`config.mk`:
```
export PLATFORM = sky130hd
export DESIGN_NAME = fbit_pattern_ins
export DESIGN_NICKNAME = d
export VERILOG_FILES = /design/src/rtl/fbit_ins_pkg.sv /design/src/rtl/fbit_pat_store.sv /design/src/rtl/fbit_pat_ptr.sv /design/src/rtl/fbit_bit_ins.sv /design/src/rtl/fbit_pattern_ins.sv
export SDC_FILE = /design/constraint.sdc
export NUM_CORES = 1
export LEC_CHECK = 0
export BUFFER_PORTS_ARGS = -buffer_cell sky130_fd_sc_hd__buf_2
export CAP_MARGIN = 20
export CORE_MARGIN = 2
export CORE_UTILIZATION = 59
export CTS_CLUSTER_SIZE = 25
export DETAILED_ROUTE_END_ITERATION = 8
export GPL_TIMING_DRIVEN = 0
export PLACE_DENSITY = 0.78
export SYNTH_ARGS = -nofsm -noshare
export SYNTH_HDL_FRONTEND = slang
export SYNTH_HIERARCHICAL = 1
export SYNTH_SLANG_ARGS = --single-unit
```
`constraint.sdc`:
```
create_clock -name clk -period 2.95 [get_ports clk]
set_clock_uncertainty 0.2 [all_clocks]
set_input_delay 0.1475 -clock clk [delete_from_list [all_inputs] [get_ports clk]]
set_output_delay 0.1475 -clock clk [all_outputs]
set_load 0.005 [all_outputs]
```
`src/rtl/fbit_ins_pkg.sv`:
```
package fbit_ins_pkg;

   // width of an index able to address n items
   function automatic int idx_w(input int n);
      return (n < 2) ? 1 : $clog2(n);
   endfunction

   // parity selection encoding shared with the configuration input
   typedef enum logic {
      SEL_EVEN = 1'b0,
      SEL_ODD  = 1'b1
   } fpar_e;

endpackage

```
`src/rtl/fbit_pat_store.sv`:
```
module fbit_pat_store #(
   parameter int WORD_W  = 6,
   parameter int N_WORDS = 6,
   parameter int AW      = 3
) (
   input  logic              clk,
   input  logic              rst_n,
   input  logic              wr_en,
   input  logic [AW-1:0]     wr_addr,
   input  logic [WORD_W-1:0] wr_data,
   input  logic [AW-1:0]     rd_addr,
   output logic [WORD_W-1:0] rd_word
);

   logic [N_WORDS-1:0][WORD_W-1:0] mem;

   generate
      for (genvar g = 0; g < N_WORDS; g++) begin : g_word
         logic [WORD_W-1:0] q;
         always_ff @(posedge clk or negedge rst_n) begin
            if (!rst_n)
               q <= '0;
            else if (wr_en && (wr_addr == AW'(g)))
               q <= wr_data;
         end
         assign mem[g] = q;
      end
   endgenerate

   // read with same-cycle write forwarding
   always_comb begin
      rd_word = '0;
      for (int i = 0; i < N_WORDS; i++) begin
         if (rd_addr == AW'(i))
            rd_word = mem[i];
      end
      if (wr_en && (wr_addr == rd_addr))
         rd_word = wr_data;
   end

   assert_oob_write_ignored_R2 : assert property (@(posedge clk) disable iff (!rst_n)
      (wr_en && (int'(wr_addr) >= N_WORDS)) |=> $stable(mem));

   assert_write_lands_R2 : assert property (@(posedge clk) disable iff (!rst_n)
      (wr_en && (int'(wr_addr) < N_WORDS)) |=> (mem[$past(wr_addr)] == $past(wr_data)));

endmodule

```
`src/rtl/fbit_pat_ptr.sv`:
```
module fbit_pat_ptr #(
   parameter int WORD_W  = 6,
   parameter int N_WORDS = 6,
   parameter int AW      = 3,
   parameter int BW      = 3
) (
   input  logic          clk,
   input  logic          rst_n,
   input  logic          f_valid,
   input  logic          match,
   input  logic          mf_start,
   output logic [AW-1:0] word_idx,
   output logic [BW-1:0] bit_idx,
   output logic          first_bit
);

   logic [AW-1:0] wp;
   logic [BW-1:0] bp;
   logic          last_bit;
   logic          last_word;

   // multiframe strobe overrides the stored position for this frame
   assign word_idx  = (f_valid && mf_start) ? '0 : wp;
   assign bit_idx   = (f_valid && mf_start) ? '0 : bp;
   assign first_bit = (bit_idx == '0);
   assign last_bit  = (bit_idx == BW'(WORD_W - 1));
   assign last_word = (word_idx == AW'(N_WORDS - 1));

   always_ff @(posedge clk or negedge rst_n) begin
      if (!rst_n) begin
         wp <= '0;
         bp <= '0;
      end else if (f_valid) begin
         if (match) begin
            if (last_bit) begin
               bp <= '0;
               wp <= last_word ? '0 : word_idx + 1'b1;
            end else begin
               bp <= bit_idx + 1'b1;
               wp <= word_idx;
            end
         end else begin
            bp <= bit_idx;
            wp <= word_idx;
         end
      end
   end

   assert_ptr_range_R4 : assert property (@(posedge clk) disable iff (!rst_n)
      (int'(bp) < WORD_W) && (int'(wp) < N_WORDS));

   assert_wrap_R4 : assert property (@(posedge clk) disable iff (!rst_n)
      (f_valid && match && !mf_start && (wp == AW'(N_WORDS - 1)) && (bp == BW'(WORD_W - 1)))
      |=> ((wp == '0) && (bp == '0)));

   assert_skip_hold_R5 : assert property (@(posedge clk) disable iff (!rst_n)
      (f_valid && !match && !mf_start) |=> ($stable(wp) && $stable(bp)));

   assert_idle_hold_R10 : assert property (@(posedge clk) disable iff (!rst_n)
      !f_valid |=> ($stable(wp) && $stable(bp)));

   assert_resync_R9 : assert property (@(posedge clk) disable iff (!rst_n)
      (f_valid && mf_start && match) |=> ((wp == '0) && (bp == BW'(1))));

   assert_resync_skip_R9 : assert property (@(posedge clk) disable iff (!rst_n)
      (f_valid && mf_start && !match) |=> ((wp == '0) && (bp == '0)));

endmodule

```
`src/rtl/fbit_bit_ins.sv`:
```
module fbit_bit_ins #(
   parameter int WORD_W    = 6,
   parameter int BW        = 3,
   parameter bit MSB_FIRST = 1'b1
) (
   input  logic              clk,
   input  logic              rst_n,
   input  logic              f_valid,
   input  logic              match,
   input  logic              first_bit,
   input  logic [BW-1:0]     bit_idx,
   input  logic [WORD_W-1:0] load_word,
   input  logic [WORD_W-1:0] bit_en,
   input  logic              f_in,
   output logic              f_out,
   output logic              f_out_vld
);

   logic [WORD_W-1:0] hold;
   logic [WORD_W-1:0] word_now;
   logic [BW-1:0]     sel;
   logic              pat_bit;
   logic              en_bit;
   logic              ins_bit;
   logic              capture;

   generate
      if (MSB_FIRST) begin : g_msb
         assign sel = BW'(WORD_W - 1) - bit_idx;
      end else begin : g_lsb
         assign sel = bit_idx;
      end
   endgenerate

   assign capture  = f_valid && match && first_bit;
   assign word_now = first_bit ? load_word : hold;
   assign pat_bit  = word_now[sel];
   assign en_bit   = bit_en[bit_idx];
   assign ins_bit  = (match && en_bit) ? pat_bit : f_in;

   always_ff @(posedge clk or negedge rst_n) begin
      if (!rst_n) begin
         hold      <= '0;
         f_out     <= 1'b0;
         f_out_vld <= 1'b0;
      end else begin
         f_out_vld <= f_valid;
         if (f_valid)
            f_out <= ins_bit;
         if (capture)
            hold <= load_word;
      end
   end

   assert_masked_pass_R7 : assert property (@(posedge clk) disable iff (!rst_n)
      (f_valid && match && !bit_en[bit_idx]) |=> (f_out == $past(f_in)));

   assert_word_frozen_R8 : assert property (@(posedge clk) disable iff (!rst_n)
      !capture |=> $stable(hold));

   assert_idle_out_R10 : assert property (@(posedge clk) disable iff (!rst_n)
      !f_valid |=> (!f_out_vld && $stable(f_out)));

endmodule

```
`src/rtl/fbit_pattern_ins.sv`:
```
module fbit_pattern_ins
   import fbit_ins_pkg::*;
#(
   parameter int WORD_W    = 6,
   parameter int N_WORDS   = 6,
   parameter bit MSB_FIRST = 1'b1,
   parameter int AW        = idx_w(N_WORDS)
) (
   input  logic              clk,
   input  logic              rst_n,
   input  logic              wr_en,
   input  logic [AW-1:0]     wr_addr,
   input  logic [WORD_W-1:0] wr_data,
   input  logic              odd_sel,
   input  logic [WORD_W-1:0] bit_en,
   input  logic              f_valid,
   input  logic              frame_odd,
   input  logic              mf_start,
   input  logic              f_in,
   output logic              f_out,
   output logic              f_out_vld
);

   localparam int BW      = idx_w(WORD_W);
   localparam int PAT_LEN = WORD_W * N_WORDS;

   generate
      if (WORD_W < 2) begin : g_bad_word
         $error("WORD_W must be at least 2");
      end
      if (N_WORDS < 2) begin : g_bad_depth
         $error("N_WORDS must be at least 2");
      end
      if ((1 << AW) < N_WORDS) begin : g_bad_aw
         $error("AW too narrow for N_WORDS");
      end
      if (PAT_LEN > 4096) begin : g_bad_len
         $error("pattern length out of range");
      end
   endgenerate

   fpar_e         want_par;
   fpar_e         frame_par;
   logic          match;
   logic [AW-1:0] word_idx;
   logic [BW-1:0] bit_idx;
   logic          first_bit;
   logic [WORD_W-1:0] load_word;

   assign want_par  = fpar_e'(odd_sel);
   assign frame_par = fpar_e'(frame_odd);
   assign match     = (want_par == frame_par);

   fbit_pat_store #(
      .WORD_W  (WORD_W),
      .N_WORDS (N_WORDS),
      .AW      (AW)
   ) u_store (
      .clk     (clk),
      .rst_n   (rst_n),
      .wr_en   (wr_en),
      .wr_addr (wr_addr),
      .wr_data (wr_data),
      .rd_addr (word_idx),
      .rd_word (load_word)
   );

   fbit_pat_ptr #(
      .WORD_W  (WORD_W),
      .N_WORDS (N_WORDS),
      .AW      (AW),
      .BW      (BW)
   ) u_ptr (
      .clk       (clk),
      .rst_n     (rst_n),
      .f_valid   (f_valid),
      .match     (match),
      .mf_start  (mf_start),
      .word_idx  (word_idx),
      .bit_idx   (bit_idx),
      .first_bit (first_bit)
   );

   fbit_bit_ins #(
      .WORD_W    (WORD_W),
      .BW        (BW),
      .MSB_FIRST (MSB_FIRST)
   ) u_ins (
      .clk       (clk),
      .rst_n     (rst_n),
      .f_valid   (f_valid),
      .match     (match),
      .first_bit (first_bit),
      .bit_idx   (bit_idx),
      .load_word (load_word),
      .bit_en    (bit_en),
      .f_in      (f_in),
      .f_out     (f_out),
      .f_out_vld (f_out_vld)
   );

   assert_parity_pass_R5 : assert property (@(posedge clk) disable iff (!rst_n)
      (f_valid && (frame_odd != odd_sel)) |=> (f_out == $past(f_in)));

   assert_out_follows_R10 : assert property (@(posedge clk) disable iff (!rst_n)
      f_valid |=> f_out_vld);

endmodule

```
==> out/results.ini, run 1 <==
[yosys]
synth_nets=244
async_flop_share_pct=100.0
yosysWarnings=6
synth_area_leaders=dfrtp_1 46%, mux2_2 18%, mux2i_1 4.4%, buf_6 3.3%, mux4_1 1.9%
synth.avg_cell_area_sq_um=12.29
synth_cell_type_count=45
seq_area_frac_synth_pct=46.08
synth_seq_cells=50
synth_edf_count=0
syn-cell-area_sq_mm=0.002715
synth_top_area_share_pct=46.08
syn-instance-count=221
synth-main-ff-cell=dfrtp_1
yosysTopAreaCell=dfrtp_1

[sta]
slew_viol_final=0
max_freq_ghz=0.3577
fin_crit_sh_pct=94.76
finalSetupTns_ns=0
slew_headroom_pct=60.84
worstMarginPinSlew_ns=0.5832
final-hold-violation-count=1
setup_ws_ns=0.1545
whs_ns=-0.002946
min_period_ns=2.796
rsz0062_at_grt=false
setup_viol=0

[critical_path]
max_stage_delay_ns=0.51
rr_endpoint=u_ins/f_out$_DFFE_PN0P_
reg2reg_depth=10
cpMaxStageDelayCell=mux4_1
cp-start-kind=flop
cp_data_required_time_ns=2.94
reg2reg_slack_ns=0.15
end_kind=flop
critical_path_class=reg -> reg
r2r-start=u_ptr/wp[2]$_DFFE_PN0P_
crit_start=u_ptr/wp[2]$_DFFE_PN0P_
cp_num_buf_inv=1
cp-endpoint=u_ins/f_out$_DFFE_PN0P_
arrival_ns=2.78
worstPathMaxFanout=10
crit_family=simple AND/OR/NAND/NOR gates
path_cells=and2_1 > buf_2 > nor2_1 > a22oi_1 > o211ai_1 > o21ai_1 > mux4_1 > a21oi_1 > nand4b_1 > o31ai_1
cp.depth=10

[power_and_ir_drop]
p_int_mw=1.400
peakVddDrop_uv=358.4
powerDensity_mw_per_mm2=621.4
p_total_mw=1.933
power.static_leakage_nw=1.323
pwr-share-comb_pct=26.2
pwr-share-seq_pct=48.4
pwr-share-clk_pct=25.4
net-switching-power_mw=0.5331
p_sw_share_pct=27.58

[global_route]
met3_usage_pct=4.923
grt_use_total_pct=23.81
busiest_layer=met2
met1_usage_pct=34.62
grt_use_met2_pct=35.80
grt_pass1_vias=1885
antenna_found_initial=0
grt_pass1_wl_mm=9.342
grt_max_degree=51
grt-ovfl-total=0

[routing]
first_pass_iters=4
wire_per_inst_microns=17.46
drt_iter0_markers=113
route.detailed.drc=0
viasPerCell=6.058
dr_total_vias=1896
wirelength_mm=5.464
ant_nets=0

[layout]
n_antenna_cell=0
synthToLayoutAreaGrowth_pct=14.56
final_cell_mix=50 x dfrtp_1, 43 x mux2_2, 24 x buf_2
nFillCells=320
finalNetCount=283
drive_above_1_share_pct=37.55
instances_no_fill=313
design_area_sq_mm=0.003110
layout_commonest_cell=dfrtp_1
post-route-util_pct=70.95

[clock_tree]
cts.sinks=50
cts_tree=yes
path_clk_slew_ns=0.10
cts_root_buffer=clkbuf_8
cts_made_buffers=5
cts.path.max_buffers=2
h-tree-depth=2
clkLatencyLatePin_ns=0.32

[place]
placedCellCount=295
dp_slack_ns=-0.04528
place.gp.congestion=0.7630
portBuffers=22
placed_area_sq_mm=0.002890
hpwl_mm=3.720

[floorplan]
row_count=24
coreArea_sq_mm=0.004384
initial_core_util_pct=61.93
die_area_sq_mm=0.005160
die_x_microns=71.84
pin_count=25
die_h_microns=71.84

[run]
drv_cap=0

[hold_path]
min_path_type=in -> async

[status]
violations=negative hold slack
status=complete, but fails checks

## Yosys cell counts (3+ instances only)
master     n
nor2_1    10
dfrtp_1   50
buf_6      8
nand4b_1   3
xnor2_1    6
o21ai_0    8
a22oi_1    5
inv_1      5
mux2i_1   12
a21oi_1    3
nand2_1   14
o31ai_1    3
o21ai_1    3
o211ai_1   7
nor3_1     4
and2_1     4
mux2_2    43
## kinds of logic after synthesis
| logic type | Yosys count | synth area share, % |
|---|---|---|
| AO/OA/AOI/OAI | 38 | 10.05 |
| XOR/XNOR | 6 | 1.935 |
| buffers and inverters | 17 | 4.793 |
| flip-flops | 50 | 46.08 |
| multiplexers | 58 | 25.02 |
| AND/OR/NAND/NOR | 52 | 12.12 |
## power groups by stage
stage | clock [mW] | combinational (mW) | sequential [mW]
6_report | 0.491 | 0.507 | 0.935
5_1_grt | 0.522 | 0.556 | 0.957
4_1_cts | 0.496 | 0.508 | 0.933
3_5_place_dp | 0 | 0.498 | 0.947
3_3_place_gp | 0 | 0.478 | 0.937
2_1_floorplan | 0 | 0.391 | 0.923
## worst min-delay path by stage
stage               startpoint  slack (ns)                            endpoint  depth (start not counted)
floorplan                rst_n       -0.35             u_ins/f_out$_DFFE_PN0P_                          0
global placement       f_valid        0.14           u_ins/f_out_vld$_DFF_PN0_                          1
detailed placement     f_valid        0.14           u_ins/f_out_vld$_DFF_PN0_                          1
CTS                   mf_start        0.05             u_ptr/bp[0]$_DFFE_PN0P_                          3
global route             rst_n        0.02  u_store/g_word[5].q[2]$_DFFE_PN0P_                          2
finish                   rst_n      -0.003  u_store/g_word[5].q[2]$_DFFE_PN0P_                          2
## layout make-up
type	count	area [sq um]	share of cell area (%)
Buffer	12	111.4	3.580
Clock buffer	6	72.57	2.333
Clock inverter	2	37.54	1.207
Inverter	5	18.77	0.6034
Multi-Input combinational cell	154	1334	42.88
Sequential cell	50	1251	40.23
Tap cell	52	65.06	2.092
Timing Repair Buffer	32	220.2	7.080
## routing by layer
metal | part of all wire (%) | wire (microns)
met5 | 0 | 0
met4 | 1.6 | 90
met3 | 3.7 | 200
met2 | 48 | 2629
met1 | 47 | 2544
## worst register-to-register path, delay by kind of cell (launching register included)
family | cells | cell delay [ns]
AOI/OAI and AO/OA | 5 | 0.63
buffers and inverters | 1 | 0.19
DFF | 1 | 0.43
muxes | 1 | 0.51
and+or+nand+nor | 3 | 0.71
## state kept, by name, indices dropped and copies added, names as in the netlist
register	cells
u_ins/f_out	1
u_ins/f_out_vld	1
u_ins/hold	6
u_ptr/bp	3
u_ptr/wp	3
u_store/g_word.q	36
## repair_timing
action	CTS	global route
hold endpoints to repair	88	0
hold buffers	9	0
buffers inserted	0	0
resized for setup	0	0
endpoints found under the setup margin	0	0
Note: power is estimated with default switching activity, not from simulation.
==> run 2, diff against run 1 <==
--- a/config.mk
+++ b/config.mk
@@ -16,4 +16,3 @@
 export SYNTH_ARGS = -nofsm -noshare
 export SYNTH_HDL_FRONTEND = slang
-export SYNTH_HIERARCHICAL = 1
 export SYNTH_SLANG_ARGS = --single-unit
==> constraint.sdc (replaced) <==
create_clock -name clk -period 2.95 [get_ports clk]
set_clock_uncertainty 0.2 [all_clocks]
set_input_delay 0.7375 -clock clk [delete_from_list [all_inputs] [get_ports clk]]
set_output_delay 0.7375 -clock clk [all_outputs]
set_load 0.005 [all_outputs]
==> out/results.ini, run 2 <==
[critical_path]
rr_endpoint=u_ins.f_out$_DFFE_PN0P_
reg2reg_slack_ns=0.25
end_kind=flop
critical_path_class=in -> reg
r2r-start=u_ptr.wp[0]$_DFFE_PN0P_
worstPathMaxFanout=9
cp-start-kind=input pin
cp_data_required_time_ns=2.93
arrival_ns=2.80
reg2reg_depth=10

[place]
hpwl_mm=4.586
placedCellCount=367
portBuffers=23
place.gp.congestion=0.8627

[clock_tree]
clkLatencyLatePin_ns=0.31
path_clk_slew_ns=0.09
cts_root_buffer=clkbuf_8
cts.sinks=50
cts_tree=yes
cts.path.max_buffers=2
h-tree-depth=2
cts_setup_buffers=0
cts_made_buffers=5

[layout]
nFillCells=350
top_regs=u_store.g_word.q x36, u_ins.hold x6
final-seq-area_sq_mm=0.001252
regMostFlops=u_store.g_word.q
drive_above_1_share_pct=26.33
n_antenna_cell=0
multi_input_area_sq_mm=0.001455
layout_commonest_cell=dfrtp_1
finalNetCount=345
largest_reg_flops=36
instances_no_fill=373
final_cell_mix=49 x dfrtp_1, 34 x mux2_2, 33 x nand2_1
synthToLayoutAreaGrowth_pct=12.71

[yosys]
yosysWarnings=0
synth-main-ff-cell=dfrtp_1
yosysTopAreaCell=dfrtp_1
syn-instance-count=289
seq_area_frac_synth_pct=44.42
syn-cell-area_sq_mm=0.002816
async_flop_share_pct=100.0
yosysMostFrequentCell=dfrtp_1
netlist_top_cells_count=50 x dfrtp_1, 34 x mux2_2, 34 x nand2_1
synth_nets=316
synth_cell_type_count=50
synth.avg_cell_area_sq_um=9.746
synth_seq_cells=50
synth_top_area_share_pct=44.42
synth_area_leaders=dfrtp_1 44%, mux2_2 14%, o21ai_0 4.8%, nand2_1 4.5%, a21oi_1 3.0%
synth_edf_count=0

[routing]
wire_per_inst_microns=16.50
dr_total_vias=2354
wirelength_mm=6.153
viasPerCell=6.311
ant_nets=0
first_pass_iters=5
drt_iter0_markers=145
route.detailed.drc=0

[global_route]
grt_use_total_pct=24.97
grt_use_met2_pct=39.44
grt_pass1_wl_mm=10.31
busiest_layer=met2
grt_max_degree=40
grt-ovfl-total=0
met3_usage_pct=4.558
grt_pass1_vias=2195
met1_usage_pct=35.30
antenna_found_initial=0

[floorplan]
pin_count=25
die_area_sq_mm=0.005342
row_count=25
die_h_microns=73.09
die_x_microns=73.09
initial_core_util_pct=60.43
coreArea_sq_mm=0.004661

[run]
drv_cap=0

[power_and_ir_drop]
peakVddDrop_uv=455.2
p_total_mw=2.128
power.static_leakage_nw=1.377
powerDensity_mw_per_mm2=670.2

[hold_path]
min_path_type=in -> async

[status]
status=finished clean

[sta]
setup_viol=0
slew_headroom_pct=36.09
min_period_ns=2.817
final-hold-violation-count=0
worstMarginPinSlew_ns=0.9514
slew_viol_final=0
rsz0062_at_grt=false
fin_crit_sh_pct=95.48
max_freq_ghz=0.3550

==> run 2: cell count changes in the layout (fill, tap and decap cells not counted), sizes merged, moves of 5 or more <==
cell / before / now
nand2: 15 / 34
o21ai: 11 / 27
a21oi: 3 / 17
mux2i: 12 / 2
dlygate4sd3: 9 / 0
inv: 5 / 14
mux2: 43 / 34
clkbuf: 7 / 14
nand3: 1 / 7
buf: 34 / 29
==> run 2: critical path, stage by stage <==
cell and delay [ns]:
buf_2 0.18, and2_1 0.15, buf_4 0.16, nand4_4 0.12, a2111oi_4 0.62, a221oi_1 0.11
a21oi_1 0.26, o311ai_1 0.15, o221ai_1 0.21, a31oi_1 0.11
==> run 2: how the worst max path moves through the flow <==
stage | start | endpoint | slack [ns]
floorplan | mf_start | u_ins.f_out$_DFFE_PN0P_ | 0.16
global placement | f_valid | u_ins.f_out$_DFFE_PN0P_ | -0.31
detailed placement | u_ptr.wp[0]$_DFFE_PN0P_ | u_ins.f_out$_DFFE_PN0P_ | -0.33
CTS | f_valid | u_ins.f_out$_DFFE_PN0P_ | 0.04
global route | f_valid | u_ins.f_out$_DFFE_PN0P_ | 0.0005
finish | f_valid | u_ins.f_out$_DFFE_PN0P_ | 0.13
==> run 2: metal layers <==
layer  wire length [microns]  vias up  part of all wire (%)
li1                        -     1112                     -
met1                    2901     1155                    47
met2                    2869       75                    47
met3                     304       12                   4.9
met4                      77        0                   1.3
met5                       0        -                     0
==> run 2: cells by family after synthesis <==
| group | after synthesis | share of synthesized area (%) |
|---|---|---|
| buf+inv | 30 | 4.664 |
| fa+ha+maj | 4 | 1.777 |
| xor+xnor | 3 | 0.9331 |
| mux | 36 | 14.30 |
| simple gates | 83 | 14.44 |
| flops | 50 | 44.42 |
| compound gates | 83 | 19.46 |
==> run 2: layout make-up <==
cell class / count / area share (%)
buffer: 14 / 2.326
clock buffer: 5 / 2.168
clock inverter: 3 / 2.168
inverter: 14 / 1.656
multi-input combinational: 209 / 45.84
sequential: 50 / 39.46
tap: 54 / 2.129
timing repair buffer: 24 / 4.257
==> run 2: repair_timing <==
action | CTS | global route
hold buffers | 0 | 0
gates resized for setup | 3 | 8
setup endpoints to repair | 1 | 1
pin swaps | 0 | 2
==> run 2: per-stage QoR <==
stage | hold slack [ns] | area, sq um | setup slack [ns] | util (%) | TNS (ns)
CTS | 0.1143 | 3157 | 0.03647 | 67.73 | 0
finish | 0.1106 | 3174 | 0.1334 | 68.11 | 0
global placement | 0.2552 | 2999 | -0.3095 | 64.35 | -0.3494
detailed placement | 0.2703 | 3019 | -0.3320 | 64.78 | -0.3891
floorplan | 0.2382 | 2816 | 0.1645 | - | 0
global route | 0.1265 | 3174 | 0.0004623 | 68.11 | 0
==> run 2: power by group <==
part | internal (mW) | switching (mW)
Clock | 0.340 | 0.231
Sequential | 0.851 | 0.0969
Combinational | 0.283 | 0.326
==> run 3, diff against run 2 <==
Settings changed: HOLD_SLACK_MARGIN set to 0.08, SYNTH_HIERARCHICAL set to 1.
==> out/results.ini, run 3 (synthesis gave the netlist of run 1 again) <==
[layout]
top_regs=u_store/g_word.q x36, u_ins/hold x6
synthToLayoutAreaGrowth_pct=15.25
layout_commonest_cell=dfrtp_1
largest_reg_flops=36
design_area_sq_mm=0.003129
n_antenna_cell=0
finalNetCount=279
drive_above_1_share_pct=43.97
regMostFlops=u_store/g_word.q
final_cell_mix=50 x dfrtp_1, 43 x mux2_2, 22 x buf_2

[power_and_ir_drop]
pwr-share-clk_pct=25.0
power.static_leakage_nw=1.338
peakVddDrop_uv=355.1
pwr-share-seq_pct=48.0
p_total_mw=1.949
p_int_mw=1.407
p_sw_share_pct=27.84
pwr-share-comb_pct=27.0
net-switching-power_mw=0.5428
powerDensity_mw_per_mm2=623.0

[clock_tree]
path_clk_slew_ns=0.08
cts_made_buffers=5
cts.sinks=50
h-tree-depth=2
cts_tree=yes
cts.path.max_buffers=2
clkLatencyLatePin_ns=0.32
cts_root_buffer=clkbuf_8

[critical_path]
path_cells=clkbuf_4 > buf_6 > nand2_4 > and2_1 > buf_4 > xnor2_2 > and4_4 > buf_6 > nand2_1 > o31ai_4 > mux4_2 > a21oi_1 > nand4b_1 > o31ai_2
critical_path_class=in -> reg
cp_data_required_time_ns=2.94
arrival_ns=2.87
crit_family=simple AND/OR/NAND/NOR gates
max_stage_delay_ns=0.47
cpMaxStageDelayCell=mux4_2
cp-start-kind=input pin
worstPathMaxFanout=8
cp_num_buf_inv=4
cp_common_cell=buf_6
end_kind=flop
reg2reg_slack_ns=0.41

[place]
hpwl_mm=3.720
place.gp.congestion=0.7630
placed_area_sq_mm=0.002890
portBuffers=22

[sta]
slew_viol_final=0
max_freq_ghz=0.3472
final-hold-violation-count=0
fin_crit_sh_pct=97.63
setup_viol=0
worstMarginPinSlew_ns=0.5797
min_period_ns=2.880
slew_headroom_pct=61.07
whs_ns=0.3054

[hold_path]
min_path_type=reg -> reg

[floorplan]
die_h_microns=71.84
row_count=24
die_x_microns=71.84
initial_core_util_pct=61.93
die_area_sq_mm=0.005160
coreArea_sq_mm=0.004384
pin_count=25

[routing]
wirelength_mm=5.609
drt_iter0_markers=105
wire_per_inst_microns=18.15
ant_nets=0
viasPerCell=6.204
first_pass_iters=4
route.detailed.drc=0
dr_total_vias=1917

[global_route]
grt_pass1_wl_mm=9.280
grt-ovfl-total=0
grt_use_total_pct=23.70
grt_max_degree=51
antenna_found_initial=0
grt_pass1_vias=1893

[status]
status=finished clean

[run]
drv_cap=0

[run 3: worst paths after layout]
path / from / to / cells after the start
max reg2reg: u_ptr/wp[0]$_DFFE_PN0P_ / u_ins/f_out$_DFFE_PN0P_ / 10
min in group asynchronous: rst_n / u_store/g_word[5].q[2]$_DFFE_PN0P_ / 2
max in group asynchronous: rst_n / u_ins/f_out_vld$_DFF_PN0_ / 3
min: u_ins/hold[0]$_DFFE_PN0P_ / u_ins/hold[0]$_DFFE_PN0P_ / 1
max: f_valid / u_ins/f_out$_DFFE_PN0P_ / 14
min reg2reg: u_ins/hold[0]$_DFFE_PN0P_ / u_ins/hold[0]$_DFFE_PN0P_ / 1
[run 3: cell type report]
cell class | count | area (sq um)
clock inverter | 2 | 37.54
inverter | 5 | 18.77
buffer | 12 | 125.1
clock buffer | 6 | 72.57
tap | 52 | 65.06
fill | 309 | 1255
timing repair buffer | 28 | 170.2
sequential | 50 | 1251
multi-input combinational | 154 | 1389
[run 3: per-layer routing]
layer	vias up	track usage [%]	wire length [microns]
li1	889	-	-
met1	973	33.62	2482
met2	42	35.49	2749
met3	13	5.626	256
met4	0	9.434	121
met5	-	0	0
[run 3: through the flow]
| stage | std cells | TNS (ns) | worst slack [ns] | utilization, % |
|---|---|---|---|---|
| floorplan | 221 | 0 | 0.002652 | - |
| global placement | 295 | -0.9934 | -0.6324 | 65.92 |
| detailed placement | 295 | -1.044 | -0.6353 | 65.92 |
| CTS | 305 | 0 | 0.02230 | 69.21 |
| global route | 309 | -0.03233 | -0.03233 | 71.38 |
| finish | 309 | 0 | 0.06986 | 71.38 |
[run 3: worst register-to-register path: stages, from the launching register on]
cell      delay, ns
dfrtp_1        0.43
and2_4         0.18
buf_8          0.15
buf_6          0.15
nor3_1         0.25
a21oi_2        0.08
o31ai_4        0.28
mux4_2         0.28
a21oi_1        0.06
nand4b_1       0.19
o31ai_2        0.20
[run 3: power groups by stage]
| stage | clock (mW) | combinational, mW | sequential (mW) |
|---|---|---|---|
| floorplan | 0 | 0.391 | 0.923 |
| global placement | 0 | 0.478 | 0.937 |
| detailed placement | 0 | 0.498 | 0.947 |
| CTS | 0.496 | 0.502 | 0.933 |
| global route | 0.521 | 0.573 | 0.958 |
| finish | 0.486 | 0.526 | 0.936 |
[run 3: repair_timing]
item                                    CTS  global route
buffers inserted                          2             1
gates cloned                              0             1
endpoints found under the hold margin     0             2
gates resized for setup                   6            15
endpoints found under the setup margin    1             1
hold buffers                              0             1
pin swaps                                 2             1
